==> config.mk <==
export PLATFORM = sky130hd
export DESIGN_NAME = svs_angle_stepper
export DESIGN_NICKNAME = d
export VERILOG_FILES = /design/src/rtl/svs_pkg.sv /design/src/rtl/svs_angle_ctr.sv /design/src/rtl/svs_table_rd.sv /design/src/rtl/svs_angle_stepper.sv
export SDC_FILE = /design/constraint.sdc
export NUM_CORES = 1
export LEC_CHECK = 0
export BUFFER_PORTS_ARGS = -buffer_cell sky130_fd_sc_hd__clkbuf_2
export CAP_MARGIN = 30
export CORE_MARGIN = 1
export CORE_UTILIZATION = 40
export CTS_CLUSTER_DIAMETER = 30
export CTS_CLUSTER_SIZE = 12
export DETAILED_ROUTE_END_ITERATION = 8
export PLACE_DENSITY = 0.9
export SYNTH_ARGS = -nofsm -noshare
export SYNTH_HDL_FRONTEND = slang
export SYNTH_SLANG_ARGS = --single-unit
==> constraint.sdc <==
create_clock -name clk_i -period 5.2 [get_ports clk_i]
set_input_delay 0 -clock clk_i [delete_from_list [all_inputs] [get_ports clk_i]]
set_output_delay 0 -clock clk_i [all_outputs]
set_load 0.02 [all_outputs]
==> src/rtl/svs_pkg.sv <==
package svs_pkg;
  typedef logic [2:0] sector_t;
  localparam sector_t SECTOR_LAST = 3'd5;

  function automatic sector_t sector_inc(sector_t s);
    return (s == SECTOR_LAST) ? 3'd0 : s + 3'd1;
  endfunction

  function automatic sector_t sector_dec(sector_t s);
    return (s == 3'd0) ? SECTOR_LAST : s - 3'd1;
  endfunction
endpackage

==> src/rtl/svs_angle_ctr.sv <==
module svs_angle_ctr
  import svs_pkg::*;
#(
  parameter int N = 8,
  localparam int IDX_W = (N > 1) ? $clog2(N) : 1
) (
  input  logic             clk_i,
  input  logic             rst_ni,
  input  logic             step_i,
  input  logic             dir_i,
  output logic [IDX_W-1:0] idx_o,
  output sector_t          sector_o
);
  localparam logic [IDX_W-1:0] LAST_IDX = IDX_W'(N - 1);

  logic [IDX_W-1:0] idx_q, idx_d;
  sector_t          sec_q, sec_d;

  always_comb begin
    idx_d = idx_q;
    sec_d = sec_q;
    if (step_i) begin
      if (!dir_i) begin
        if (idx_q == LAST_IDX) begin
          idx_d = '0;
          sec_d = sector_inc(sec_q);
        end else begin
          idx_d = idx_q + 1'b1;
        end
      end else begin
        if (idx_q == '0) begin
          idx_d = LAST_IDX;
          sec_d = sector_dec(sec_q);
        end else begin
          idx_d = idx_q - 1'b1;
        end
      end
    end
  end

  always_ff @(posedge clk_i or negedge rst_ni) begin
    if (!rst_ni) begin
      idx_q <= '0;
      sec_q <= '0;
    end else begin
      idx_q <= idx_d;
      sec_q <= sec_d;
    end
  end

  assign idx_o    = idx_q;
  assign sector_o = sec_q;

  p_idx_range_r3: assert property (@(posedge clk_i) disable iff (!rst_ni)
    idx_q <= LAST_IDX);
  p_sector_range_r8: assert property (@(posedge clk_i) disable iff (!rst_ni)
    sec_q <= SECTOR_LAST);
  p_fwd_wrap_r4: assert property (@(posedge clk_i) disable iff (!rst_ni)
    (step_i && !dir_i && idx_q == LAST_IDX && sec_q == SECTOR_LAST)
      |=> (idx_q == '0 && sec_q == 3'd0));
  p_rev_wrap_r5: assert property (@(posedge clk_i) disable iff (!rst_ni)
    (step_i && dir_i && idx_q == '0 && sec_q == 3'd0)
      |=> (idx_q == LAST_IDX && sec_q == SECTOR_LAST));
  p_hold_r6: assert property (@(posedge clk_i) disable iff (!rst_ni)
    !step_i |=> ($stable(idx_q) && $stable(sec_q)));
endmodule

==> src/rtl/svs_table_rd.sv <==
module svs_table_rd #(
  parameter int N  = 8,
  parameter int TW = 12,
  localparam int IDX_W = (N > 1) ? $clog2(N) : 1
) (
  input  logic [IDX_W-1:0] idx_i,
  input  logic [N*TW-1:0]  t1_tbl_i,
  input  logic [N*TW-1:0]  t2_tbl_i,
  output logic [TW-1:0]    t1_o,
  output logic [TW-1:0]    t2_o
);
  logic [TW-1:0] t1_arr [N];
  logic [TW-1:0] t2_arr [N];

  for (genvar g = 0; g < N; g++) begin : g_unpack
    assign t1_arr[g] = t1_tbl_i[g*TW +: TW];
    assign t2_arr[g] = t2_tbl_i[g*TW +: TW];
  end

  assign t1_o = t1_arr[idx_i];
  assign t2_o = t2_arr[idx_i];
endmodule

==> src/rtl/svs_angle_stepper.sv <==
module svs_angle_stepper
  import svs_pkg::*;
#(
  parameter int N  = 8,
  parameter int TW = 12
) (
  input  logic            clk_i,
  input  logic            rst_ni,
  input  logic            en_i,
  input  logic            strobe_i,
  input  logic            dir_i,
  input  logic [N*TW-1:0] t1_tbl_i,
  input  logic [N*TW-1:0] t2_tbl_i,
  output logic [2:0]      sector_o,
  output logic [TW-1:0]   t1_o,
  output logic [TW-1:0]   t2_o
);
  localparam int IDX_W = (N > 1) ? $clog2(N) : 1;

  logic             step;
  logic [IDX_W-1:0] idx;
  sector_t          sec;
  logic [TW-1:0]    t1_rd, t2_rd;
  sector_t          sec_q;
  logic [TW-1:0]    t1_q, t2_q;

  assign step = strobe_i & en_i;

  svs_angle_ctr #(.N(N)) u_ctr (
    .clk_i    (clk_i),
    .rst_ni   (rst_ni),
    .step_i   (step),
    .dir_i    (dir_i),
    .idx_o    (idx),
    .sector_o (sec)
  );

  svs_table_rd #(.N(N), .TW(TW)) u_tbl (
    .idx_i    (idx),
    .t1_tbl_i (t1_tbl_i),
    .t2_tbl_i (t2_tbl_i),
    .t1_o     (t1_rd),
    .t2_o     (t2_rd)
  );

  // present the current angle, counter advances on the same edge
  always_ff @(posedge clk_i or negedge rst_ni) begin
    if (!rst_ni) begin
      sec_q <= '0;
      t1_q  <= '0;
      t2_q  <= '0;
    end else if (step) begin
      sec_q <= sec;
      t1_q  <= t1_rd;
      t2_q  <= t2_rd;
    end
  end

  assign sector_o = sec_q;
  assign t1_o     = t1_q;
  assign t2_o     = t2_q;

  p_out_hold_r2: assert property (@(posedge clk_i) disable iff (!rst_ni)
    !(strobe_i && en_i) |=> ($stable(sector_o) && $stable(t1_o) && $stable(t2_o)));
  p_out_sector_r3: assert property (@(posedge clk_i) disable iff (!rst_ni)
    (strobe_i && en_i) |=> (sector_o == $past(sec)));
  p_out_range_r8: assert property (@(posedge clk_i) disable iff (!rst_ni)
    sector_o <= 3'd5);
endmodule

==> results.md, run 1 <==
- The number of antenna violations at the first check in global routing is 0.
- The longest clock path from root to sink contains 2 buffers.
- In this run the count of I/O pins placed on the die edge is 224.
- Summing all non-filler instances in the final layout gives an area of 4275 um2.
- The number of clock buffers added by TritonCTS is 5.
- In this run the worst path has a maximum fanout of 62.
- The count of input and output buffers is 223.
- After global routing the overflow that remains totals 0.
- The clock drives 33 sinks.
- The number of vias per cell is 5.349.
- The worst pin sits at a relative slew slack of 30.19%.
- Entering global routing, the biggest net connects 63 pins.
- Wires add up to 10.06 mm.
- The data arrival time at the worst-slack endpoint is 2.61 ns.
- Among all flip-flop cells after synthesis, the most frequent one is sky130_fd_sc_hd__dfrtp_1.
- The number of hold buffers added after CTS is 3.
- The flop-to-flop setup slack is 2.75 ns.
- The number of design-rule violations left by the first detailed-router iteration is 118.
- The worst setup path is captured at a register.
- The area growth from synthesis to final layout is 39.36%.
- The detailed-routing iteration count for the pre-antenna-repair pass is 4.
- The number of warnings issued by yosys is 0.
- Setup repair after global routing left no endpoint under its margin.
- The post-route netlist has 57.62% of its cells at a drive strength greater than 1.
- The number of logic stages on the critical path including buffering is 4.
- The post-CTS clock slew at the launch and capture registers of the worst setup and hold paths is 0.07 ns.
- The final cycle utilization of the critical path is 47.17%.
- The final layout contains 713 nets.
- The post-CTS setup-driven buffer insertion count is 0.
- The library cell contributing the largest single delay on the critical path is sky130_fd_sc_hd__dfrtp_4.
- By count the netlist is led by 50 x sky130_fd_sc_hd__mux2_2, 48 x sky130_fd_sc_hd__mux2i_1, 33 x sky130_fd_sc_hd__dfrtp_1, 30 x sky130_fd_sc_hd__nand2_1, 26 x sky130_fd_sc_hd__o22ai_1.
- The first global-routing pass estimated 14.53 mm of wire.
- On the worst path, the slowest cell contributes a delay of 0.78 ns.
- The startpoint of the worst-slack reg-to-reg timing path is u_ctr.idx_o[0].
- The startpoint class of the critical path is a register.
- The width of the die is 89.58 um.
- The clock tree from TritonCTS is yes.
- Setup violations remaining at the end of the flow were counted as 0.
- The cell with the most instances after synthesis is sky130_fd_sc_hd__mux2_2.
- The die covers 8024 um2.
- Across all layers, the routed design uses 3268 vias.
- For the final database, setup skew stands at 0.006718 ns.
- The detail-routed net length per standard cell is 16.46 um.
- IR analysis of the VDD net gives a maximum drop of 0.0001894 V.
- The maximum achievable frequency is 0.4077 GHz.
- The depth of the most critical reg-to-reg path is 4.
- The final period demand of the worst path is 2.453 ns.
- The critical path goes through buf_4, mux2_2, o22ai_1, o31ai_2.
- The final weighted congestion in routability-driven placement is 0.7608.
- The via count of the first global-routing pass is 3083.
- The sum of negative setup slack is 0 ns.
- The post-cts resize count is 0.
- For this run, design rule violations remaining after detail routing come to 0.
- Yosys mapped a number of flops with a built-in enable equal to 0.
- At the later pin of the worst-skew pair, clock insertion delay measures 0.28 ns.
- The measured slew at the worst slew-check pin is 1.045 ns.
- The floorplan step defined a core boundary enclosing 7331 um2.
- The initial standard-cell utilization of the core is 41.85%.
- The sequential share of the synthesized area is 26.92%.
- The final hold violation count is 0.
- The total inserted antenna cells is 0.
- The critical path start-end classification is register to register.
- The timing startpoint of the critical path is u_ctr.idx_o[0].
- The placed wire-length estimate after detailed placement is 7.858 mm.
- Hold timing on the final database bottoms out at a slack of 0.1578 ns.
- The number of max-slew violations in the final report was 0.
- The proportion of netlist area held by the largest area contributor is 26.92%.
- The level count of the clock H-tree is 2.
- The post-synthesis cell count is 302.
- For the worst setup path, the data required time is 5.36 ns.
- The cell taking the most area after synthesis is sky130_fd_sc_hd__dfrtp_1.
- The filler-free cell count of the finished design is 611.
- CTS placed an instance of sky130_fd_sc_hd__clkbuf_8 at the clock tree root.
- Max-cap violations in this run came to 0.
- The run finished with clean final reports.
- The net count after synthesis is 504.
- Once detail routing completed, the nets flagged for antenna violations numbered 0.
- The total global routing track utilization is 24.09%.
- The number of buffer and inverter stages on the critical path is 1.
- Grouping stages by cell kind, the critical path spends the most delay in flip-flops.
- The power per cell area is 461.3 nW/um2.
- The die outline height is 89.58 um.
- The initialized floorplan defines 31 standard-cell rows.
- The count of cell types in the netlist is 33.
- Counting flops and latches in the post-synthesis netlist gives 33.
- Ranked by total cell area, the synthesized netlist is headed by sky130_fd_sc_hd__dfrtp_1 27%, sky130_fd_sc_hd__mux2_2 18%, sky130_fd_sc_hd__mux2i_1 16%.
- In this run the worst hold path is classified as primary input to register.
- The post-detailed-placement cell area is 4155 um2.
- The mean instance size in the synthesized netlist is 10.16 um2.
- The sum of internal, switching and leakage power is 1972 uW.
- The cell count after placement is 600.
- The critical path ends at t1_o[6].
- The leakage power figure is 0.002309 uW.
- After synthesis the cells add up to 3068 um2.
- The endpoint of the lowest-slack register-to-register path is t1_o[6].
- The async set-reset flop share out of synthesis is 100.0%.
cell families (layout without fill, tap and decap cells):
kind of cell / Yosys count / after routing / synth area share (%)
flops: 33 / 33 / 26.92
xor+xnor: 2 / 2 / 0.5711
simple gates: 43 / 43 / 5.914
mux: 98 / 98 / 34.01
buf+inv: 34 / 244 / 8.564
fa+ha+maj: 5 / 5 / 2.039
compound gates: 87 / 87 / 21.98
power by group:
part	switching [uW]	leakage [uW]	total (uW)	internal, uW
clock network	93.8	0.0000455	202	108
registers	141	0.000395	524	383
logic	661	0.00187	1250	585
total	896	0.00231	1970	1080
state kept, by name, indices dropped and copies added, names as in the netlist:
| name | count |
|---|---|
| u_ctr.sector_o | 3 |
| t2_o | 12 |
| u_ctr.idx_o | 3 |
| sector_o | 3 |
| t1_o | 12 |
worst reg2reg max path, cell delays in order, from the launching register on:
cell and delay, ns:
sky130_fd_sc_hd__dfrtp_4 0.78, sky130_fd_sc_hd__buf_4 0.78, sky130_fd_sc_hd__mux2_2 0.48, sky130_fd_sc_hd__o22ai_1 0.19, sky130_fd_sc_hd__o31ai_2 0.10
placed cells by master (no fill, tap or decap), types with 2 or more instances in the layout:
cell type / netlist / final
sky130_fd_sc_hd__nand2b_1: 2 / 2
sky130_fd_sc_hd__clkbuf_1: 10 / 2
sky130_fd_sc_hd__dlygate4sd3_1: 0 / 3
sky130_fd_sc_hd__o22ai_1: 26 / 26
sky130_fd_sc_hd__inv_1: 5 / 5
sky130_fd_sc_hd__a22o_1: 24 / 24
sky130_fd_sc_hd__a211oi_1: 2 / 2
sky130_fd_sc_hd__mux2_2: 50 / 50
sky130_fd_sc_hd__nand2_1: 30 / 29
sky130_fd_sc_hd__mux2i_1: 48 / 48
sky130_fd_sc_hd__buf_8: 1 / 3
sky130_fd_sc_hd__o31ai_2: 7 / 7
sky130_fd_sc_hd__o31ai_1: 17 / 17
sky130_fd_sc_hd__clkbuf_2: 0 / 223
sky130_fd_sc_hd__nor2_1: 7 / 6
sky130_fd_sc_hd__clkbuf_8: 0 / 6
sky130_fd_sc_hd__a21oi_1: 2 / 2
sky130_fd_sc_hd__ha_1: 5 / 5
sky130_fd_sc_hd__o21ai_0: 3 / 3
sky130_fd_sc_hd__dfrtp_1: 33 / 32
sky130_fd_sc_hd__a31oi_1: 2 / 2
how the worst min path moves through the flow:
stage / start / end / cells after the start
after floorplan: rst_ni / sector_o[0] / 0
after global placement: rst_ni / t2_o[5] / 1
after detailed placement: rst_ni / t2_o[5] / 1
after CTS: t1_tbl_i[2] / t1_o[2] / 4
after global routing: t1_tbl_i[2] / t1_o[2] / 4
final: t2_tbl_i[8] / t2_o[8] / 4
layout make-up:
cell class / count / area [um2]
clock buffer: 8 / 90.09
fill: 655 / 3055
inverter: 5 / 18.77
multi-input combinational: 235 / 1987
sequential: 33 / 829.5
tap: 99 / 123.9
timing repair buffer: 231 / 1226
metrics by stage:
stage,utilization [%],setup slack [ns]
4_1_cts,58.32,2.752
3_5_place_dp,56.68,2.778
5_1_grt,58.32,2.572
2_1_floorplan,-,3.452
3_3_place_gp,55.69,2.834
6_report,58.32,2.747
metal layers:
| layer | GRT usage (%) | share of wire, % | vias up |
|---|---|---|---|
| met4 | 10.82 | 2.3 | 0 |
| met2 | 44.63 | 53 | 165 |
| li1 | - | - | 1574 |
| met1 | 26.13 | 38 | 1512 |
| met3 | 5.302 | 6.3 | 17 |
| met5 | 0 | 0 | - |
(Power assumes the default switching activity.)
==> run 2, diff against run 1 <==
ABC_AREA = 1   (was default)
PLACE_DENSITY = 0.86   (was 0.9)
clock period = 2.57 ns   (was 5.2 ns; I/O delays follow)
==> run 2 against run 1 <==
The flow now finishes with violations (design-rule violations). Synthesized area increased by 21%. Die area increased by 20%. Worst hold slack got worse by 0.041 ns. Non-clock buffer count grew 1. Design area rose by 15%. Critical path type unchanged. Critical endpoint is now u_ctr.sector_o[1]. Highest routed layer unchanged.
==> results.md, run 2 <==
- The later pin in the worst-skew pair is clocked with a latency of 0.28 ns.
- The cell area after technology mapping is 3710 um2.
- The type of the most critical hold path is primary input to register.
- The floorplan die area is 9664 um2.
- After the first detailed-routing iteration, the DRC count stood at 200.
- The family with the most delay on the worst path is flip-flops.
- The async set-reset flop share out of synthesis is 100.0%.
- The count of nets left with antenna violations once routing finished came out at 0.
- The fraction of the mapped netlist area in compound gates is 2.428%.
- The final reports fail on design-rule violations.
- Summed over all nets, the switching power comes to 2204 uW.
- In the post-synthesis netlist, the biggest area contributors are sky130_fd_sc_hd__nand2_1 31%, sky130_fd_sc_hd__dfrtp_1 22%, sky130_fd_sc_hd__nand3_1 20%.
- Setup repair after global routing left no endpoint under its margin.
- The area growth from synthesis to final layout is 32.21%.
- At the worst endpoint, the arrival time is 2.17 ns.
- The finished layout holds 1013 standard cells, fillers aside.
- Summed over all cells, the static leakage comes to 0.003383 uW.
- The post-synthesis xor/xnor area fraction is 0.2361%.
- The most used flip-flop cell after synthesis is sky130_fd_sc_hd__dfrtp_1.
- The worst setup path is launched from a register.
- The clock drives 33 sinks.
- The final weighted congestion in routability-driven placement is 0.8259.
- Leaving out fill and tap cells, the most frequent cell in the layout is sky130_fd_sc_hd__nand2_1.
- The highest net fanout along the worst path is 46.
- The sum of negative setup slack is 0 ns.
- The total core area is 8848 um2.
- The max-cap violation count is 0.
- The layout filler cell count is 929.
- The proportion of power drawn by the clock network is 10.6%.
- The number of setup buffers added after CTS is 0.
- The number of different library cells used by synthesis comes to 21.
- The worst path required time is 2.74 ns.
- Buffers inserted during clock tree synthesis total 5.
- The number of antenna violations at the first check in global routing came to 0.
- In the synthesized netlist, the cells that appear most often are 305 x sky130_fd_sc_hd__nand2_1, 149 x sky130_fd_sc_hd__inv_1, 146 x sky130_fd_sc_hd__nand3_1, 33 x sky130_fd_sc_hd__dfrtp_1, 21 x sky130_fd_sc_hd__buf_2.
- Measured along the y axis, the die boundary spans 98.31 um.
- The number of hold buffers added after CTS is 1.
- The number of enable flip-flop cells after synthesis is 0.
- The count of boundary I/O pins is 224.
- The worst vdd rail ir drop is 0.0004345 V.
- The count of input and output buffers is 223.
- The post-cts resize count is 0.
- The number of nets handed over by synthesis was 910.
- The flop-to-flop setup slack is 0.57 ns.
- The number of failing setup endpoints in the final timing report is 0.
- The measured slew at the worst slew-check pin is 0.8707 ns.
- The switching fraction of total power is 52.84%.
- The flow ran to the end, but the final reports show violations.
- The via count of the first global-routing pass is 4493.
- The placed wire-length estimate after detailed placement is 9.260 mm.
- Entering global routing, the biggest net connects 55 pins.
- The mean instance size in the synthesized netlist is 5.240 um2.
- The worst clock skew is 0.007488 ns.
- Of the cells placed in the final design, the portion with a size suffix greater than 1 is 27.29%.
- Row generation in the floorplan step produced 34 rows.
- The cell taking the most area after synthesis is sky130_fd_sc_hd__nand2_1.
- The tree is rooted in a sky130_fd_sc_hd__clkbuf_8.
- The maximum achievable frequency is 0.5009 GHz.
- The critical path capture point type is a register.
- The clock tree from TritonCTS is yes.
- In the layout the commonest cells are 305 x sky130_fd_sc_hd__nand2_1, 223 x sky130_fd_sc_hd__clkbuf_2, 149 x sky130_fd_sc_hd__inv_1.
- Sequential elements use 22.26% of the synthesized area.
- The first global-routing pass estimated 20.11 mm of wire.
- The detailed router placed 4701 vias in this run.
- The smallest clock period supported by the final layout is computed as 1.996 ns.
- The area share of fa/ha/maj cells after synthesis is 1.686%.
- Sequential cells account for 24.4% of the total power.
- The combinational family with the most area after synthesis is simple AND/OR/NAND/NOR gates.
- The number of buffers on the longest clock path is 2.
- The level count of the clock H-tree is 2.
- The total inserted antenna cells is 0.
- At the end of the flow, the number of nets in the layout was 1106.
- The power per cell area is 850.4 nW/um2.
- The synthesized design devotes to its leading area cell type 30.86% of total area.
- Global routing consumed, over all layers together, 26.01% of the routing resources.
- The largest single stage delay on the critical path is 0.64 ns.
- Counting both buffers and inverters, the worst setup path holds a total of 1.
- The number of max-slew violations in the final report is 0.
- The detailed-routing iteration count for the pre-antenna-repair pass is 9.
- The register bit total from synthesis is 33.
- The critical path is of the register to register type.
- The part of the total power dissipated in combinational logic is 65.0%.
- The mux cell area share after synthesis is 0%.
- The cell count after placement is 1004.
- In the post-synthesis netlist, the cell with the most instances is sky130_fd_sc_hd__nand2_1.
- Traced cell by cell, the critical path runs through inv_4, ha_1, nand3_1, a21oi_2, or2_1, nand2_1.
- The post-CTS clock slew at the launch and capture registers of the worst setup and hold paths is 0.07 ns.
- Summed over all layers, the routed wires come to 12.24 mm.
- The detail-routed net length per standard cell is 12.08 um.
- On the critical path, the stage with the largest delay is an instance of sky130_fd_sc_hd__dfrtp_4.
- The internal portion of the total power is 1967 uW.
- The number of warnings issued by yosys is 0.
- The total congestion overflow after global routing is 0.
- In the routed layout, each cell is associated on average with a via count of 4.641.
- The width of the die is 98.31 um.
- The count of unresolved DRC violations after routing is 14.
- The final hold violation count is 0.
- The final cycle utilization of the critical path is 77.68%.
- The worst-case headroom to the max-slew limit is 41.95%.
- The synthesized netlist devotes 51.23% of its cell area to simple gates.
- The initial standard-cell utilization of the core is 41.93%.
- Synthesis handed over a netlist of 708 instances.
run 2: layout make-up:
class	count	area [um2]	area share, %
Clock buffer	7	96.34	1.964
Clock inverter	1	5.005	0.1020
Inverter	153	576.8	11.76
Multi-Input combinational cell	479	2062	42.04
Sequential cell	33	830.8	16.94
Tap cell	108	135.1	2.755
Timing Repair Buffer	232	1199	24.44
run 2: worst paths after layout:
check	startpoint	to	cells past startpoint
worst max-delay path	u_ctr.idx_o[0]	u_ctr.sector_o[1]	6
worst min-delay path	t2_tbl_i[55]	t2_o[7]	7
worst max register to register	u_ctr.idx_o[0]	u_ctr.sector_o[1]	6
worst min register to register	t1_o[6]	t1_o[6]	2
max in group asynchronous	rst_ni	u_ctr.idx_o[0]	2
min in group asynchronous	rst_ni	t1_o[4]	2
run 2: cells by family (layout without fill, tap and decap cells):
family	count (synthesis)	after routing
AO/OA/AOI/OAI	16	16
XOR/XNOR	1	1
adder cells (fa/ha/maj)	5	5
buffers and inverters	196	393
flip-flops	33	33
AND/OR/NAND/NOR	457	457
run 2: tightest hold or removal path, cell delays in order:
cell                       delay, ns
sky130_fd_sc_hd__clkbuf_2       0.08
sky130_fd_sc_hd__nand2_1        0.04
sky130_fd_sc_hd__nand2_1        0.05
sky130_fd_sc_hd__nand2_1        0.04
sky130_fd_sc_hd__nand3_1        0.06
sky130_fd_sc_hd__nand3_1        0.06
sky130_fd_sc_hd__nand2_1        0.05
run 2: routing by layer:
metal | up-vias | part of all wire [%] | global-route usage (%)
met5 | - | 0 | 0
met4 | 0 | 4.0 | 11.94
met3 | 28 | 6.5 | 4.295
met2 | 175 | 51 | 49.95
met1 | 2008 | 39 | 27.56
li1 | 2490 | - | -
run 2: per-stage QoR:
| stage | total power (uW) | hold WS, ns | utilization, % | area, um2 | setup WS [ns] |
|---|---|---|---|---|---|
| global placement | 3735 | 0.1487 | 54.17 | 4793 | 0.6365 |
| floorplan | 2983 | -0.2956 | - | 3710 | 1.032 |
| CTS | 4225 | 0.1154 | 55.43 | 4905 | 0.5701 |
| detailed placement | 3768 | 0.1699 | 54.17 | 4793 | 0.5721 |
| global route | 4603 | 0.1421 | 55.43 | 4905 | 0.4203 |
| finish | 4171 | 0.1172 | 55.43 | 4905 | 0.5735 |
run 2: power groups by stage:
stage / logic, uW / registers (uW) / clock network [uW]
floorplan: 1840 / 1150 / 0
global placement: 2710 / 1020 / 0
detailed placement: 2750 / 1020 / 0
CTS: 2750 / 1020 / 455
global route: 3070 / 1060 / 482
finish: 2710 / 1020 / 444
==> run 3, diff against run 2 <==
clock period = 1.85 ns   (was 2.57 ns; I/O delays follow)
==> run 3 against run 2 <==
The run still ends with design-rule violations left. Sequential power grew 31%. Sequential share of layout area shrank 0.29 points. Register-to-register slack lost 0.28 ns. Critical path depth grew 1. Critical endpoint is now t1_o[8]. Largest power group unchanged.
==> results.md, run 3 (synthesis gave the netlist of run 2 again) <==
- The pre-antenna-repair detailed-routing pass consisted of 6 iterations.
- Buffers placed on the I/O ports in this run total 223.
- The final period demand of the worst path is 1.561 ns.
- The worst hold slack is 0.1054 ns.
- The wire length after detailed routing is 12.72 mm.
- The total via count after detailed routing is 4861.
- The detail-routed net length per standard cell is 12.47 um.
- Along the worst path, the maximum fanout reaches 63.
- The path class of the tightest hold or removal check is primary input to register.
- The final reports fail on design-rule violations.
- Setup repair after global routing left no endpoint under its margin.
- The post-CTS clock slew at the launch and capture registers of the worst setup and hold paths is 0.08 ns.
- The total core area is 8848 um2.
- In this run the core area contains 34 standard-cell rows.
- The clock latency of the later-clocked register in the worst-skew pair is 0.28 ns.
- The run finished, with violations left.
- The leakage power figure is 0.003430 uW.
- The number of max-slew violations in the final report is 0.
- The critical path capture point type is a register.
- Clock skew on the completed layout was measured at 0.005367 ns.
- The net count of the finished layout is 1113.
- The library cell used most frequently in the layout, excluding fill and tap cells, is sky130_fd_sc_hd__nand2_1.
- In the detailed route, the total length drawn on met2 is 6.580 mm.
- The critical path start-end classification is register to register.
- The power per cell area is 1222 nW/um2.
- Setup violations remaining at the end of the flow were counted as 0.
- The sum of met3 wire segment lengths after detailed routing is 1.057 mm.
- The level count of the clock H-tree is 2.
- The count of nets left with antenna violations once routing finished came out at 0.
- The placed wire-length estimate after detailed placement is 9.728 mm.
- Compared with the post-synthesis result, the final layout area differs by 34.50%.
- For this configuration, the core starts out at a cell density of 41.93%.
- Across the run, the number of max-cap violations was 0.
- The finished layout holds 1020 standard cells, fillers aside.
- The highest metal layer carrying signal wires in the routed design is met4.
- The congestion estimate from routability-driven global placement came to 0.8744.
- After detailed placement, the design holds a cell count of 1011.
- The maximum number of pins on one net before global-route repair is 64.
- The highest cell delay on the worst timing path is 0.51 ns.
- In this run the vertical extent of the chip is 98.31 um.
- The layout filler cell count is 968.
- IR analysis of the VDD net gives a maximum drop of 0.0006326 V.
- In this run the clock root is driven by a sky130_fd_sc_hd__clkbuf_8.
- The total inserted antenna cells is 0.
- After routing, the total negative slack on setup checks comes to 0 ns.
- The total global routing track utilization is 26.25%.
- Among the stages of the critical path, the cell type that occurs most often is sky130_fd_sc_hd__nand3_1.
- The number of antenna violations at the first check in global routing came to 0.
- Global routing finished with a remaining overflow of 0.
- The number of design-rule violations left by the first detailed-router iteration is 207.
- The startpoint class of the critical path is a register.
- Data on the critical path arrives at its endpoint at 1.73 ns.
- The met1 wire length is 4.814 mm.
- The measured slew at the worst slew-check pin is 0.5224 ns.
- The width of the die is 98.31 um.
- The final hold violation count is 0.
- The post-route netlist has 27.85% of its cells at a drive strength greater than 1.
- Clock tree synthesis inserted a total of 5 buffers.
- The count of boundary I/O pins is 224.
- The floorplan die area is 9664 um2.
- The count of unresolved DRC violations after routing is 18.
- Leaving out fill and tap cells, the most frequent cells in the layout are 305 x sky130_fd_sc_hd__nand2_1, 223 x sky130_fd_sc_hd__clkbuf_2, 149 x sky130_fd_sc_hd__inv_1.
- The post-CTS setup-driven buffer insertion count is 0.
- The via count of the first global-routing pass is 4450.
- TritonCTS built the clock tree.
- The number of buffers on the longest clock path is 2.
- The clock sink count is 33.
- Traced cell by cell, the critical path runs through inv_4, buf_12, nand2_1, nand3_1, nand3_1, nand3_1, nand2_1.
- The worst path uses 84.38% of the clock period.
- The library cell contributing the largest single delay on the critical path is sky130_fd_sc_hd__dfrtp_4.
- Static timing analysis puts the maximum clock frequency at 0.6406 GHz.
- Dividing the detail-routed via count by the number of cells gives 4.766.
- The worst path required time is 2.02 ns.
- The wire length of the first global-routing pass is 20.42 mm.
- The critical path contains buffers and inverters numbering 2 combined.
- Grouping stages by cell kind, the critical path spends the most delay in flip-flops.
- In this run the tightest slew margin relative to its limit is 65.12%.
[run 3: cell types whose count changed in the layout (fill, tap and decap cells not counted), sizes merged]
cell	delta
buf	+7
bufinv	+2
clkbuf	-2
[run 3: tightest hold or removal path: cells and delay by family]
kind | cells | cell delay (ns)
compound gates | 2 | 0.21
buf+inv | 1 | 0.15
[run 3: worst paths after layout]
kind                                      to            from  depth (start not counted)  slack, ns
max                                  t1_o[8]  u_ctr.idx_o[0]                          7       0.29
max in group asynchronous            t1_o[1]          rst_ni                          3       1.02
max reg2reg                          t1_o[8]  u_ctr.idx_o[0]                          7       0.29
min reg2reg                      sector_o[2]     sector_o[2]                          2       0.49
min in group asynchronous     u_ctr.idx_o[2]          rst_ni                          2       0.20
min                        u_ctr.sector_o[0]           dir_i                          3       0.11
[run 3: area by class of cell]
cell class	count	area, um2	share of cell area, %
repair buffers	239	1251	25.08
flip-flops and latches	33	830.8	16.65
inverters	153	576.8	11.56
well taps	108	135.1	2.708
clock buffers	5	68.82	1.379
multi-input cells	479	2062	41.32
clock inverters	3	65.06	1.304
[run 3: routing by layer]
layer	vias up	track usage, %
li1	2508	-
met1	2116	29.36
met2	219	49.73
met3	18	5.583
met4	0	7.463
met5	-	0
[run 3: through the flow]
stage | total power (uW) | util [%] | instance area, um2 | setup slack, ns
3_5_place_dp | 5303 | 54.77 | 4846 | 0.3005
4_1_cts | 6156 | 56.39 | 4990 | 0.2831
2_1_floorplan | 4144 | - | 3710 | 0.3123
3_3_place_gp | 5277 | 54.77 | 4846 | 0.3057
6_report | 6100 | 56.39 | 4990 | 0.2889
5_1_grt | 6665 | 56.39 | 4990 | 0.1491
[run 3: repair_timing]
action / in CTS / in global routing
endpoints found under the hold margin: 15 / 0
hold buffers: 1 / 0
gates resized for setup: 0 / 0
[run 3: report_power, final]
part | internal, uW | total, uW | switching (uW)
Sequential | 1070 | 1340 | 271
Clock | 536 | 819 | 284
Combinational | 1400 | 3940 | 2540
Total | 3000 | 6100 | 3100
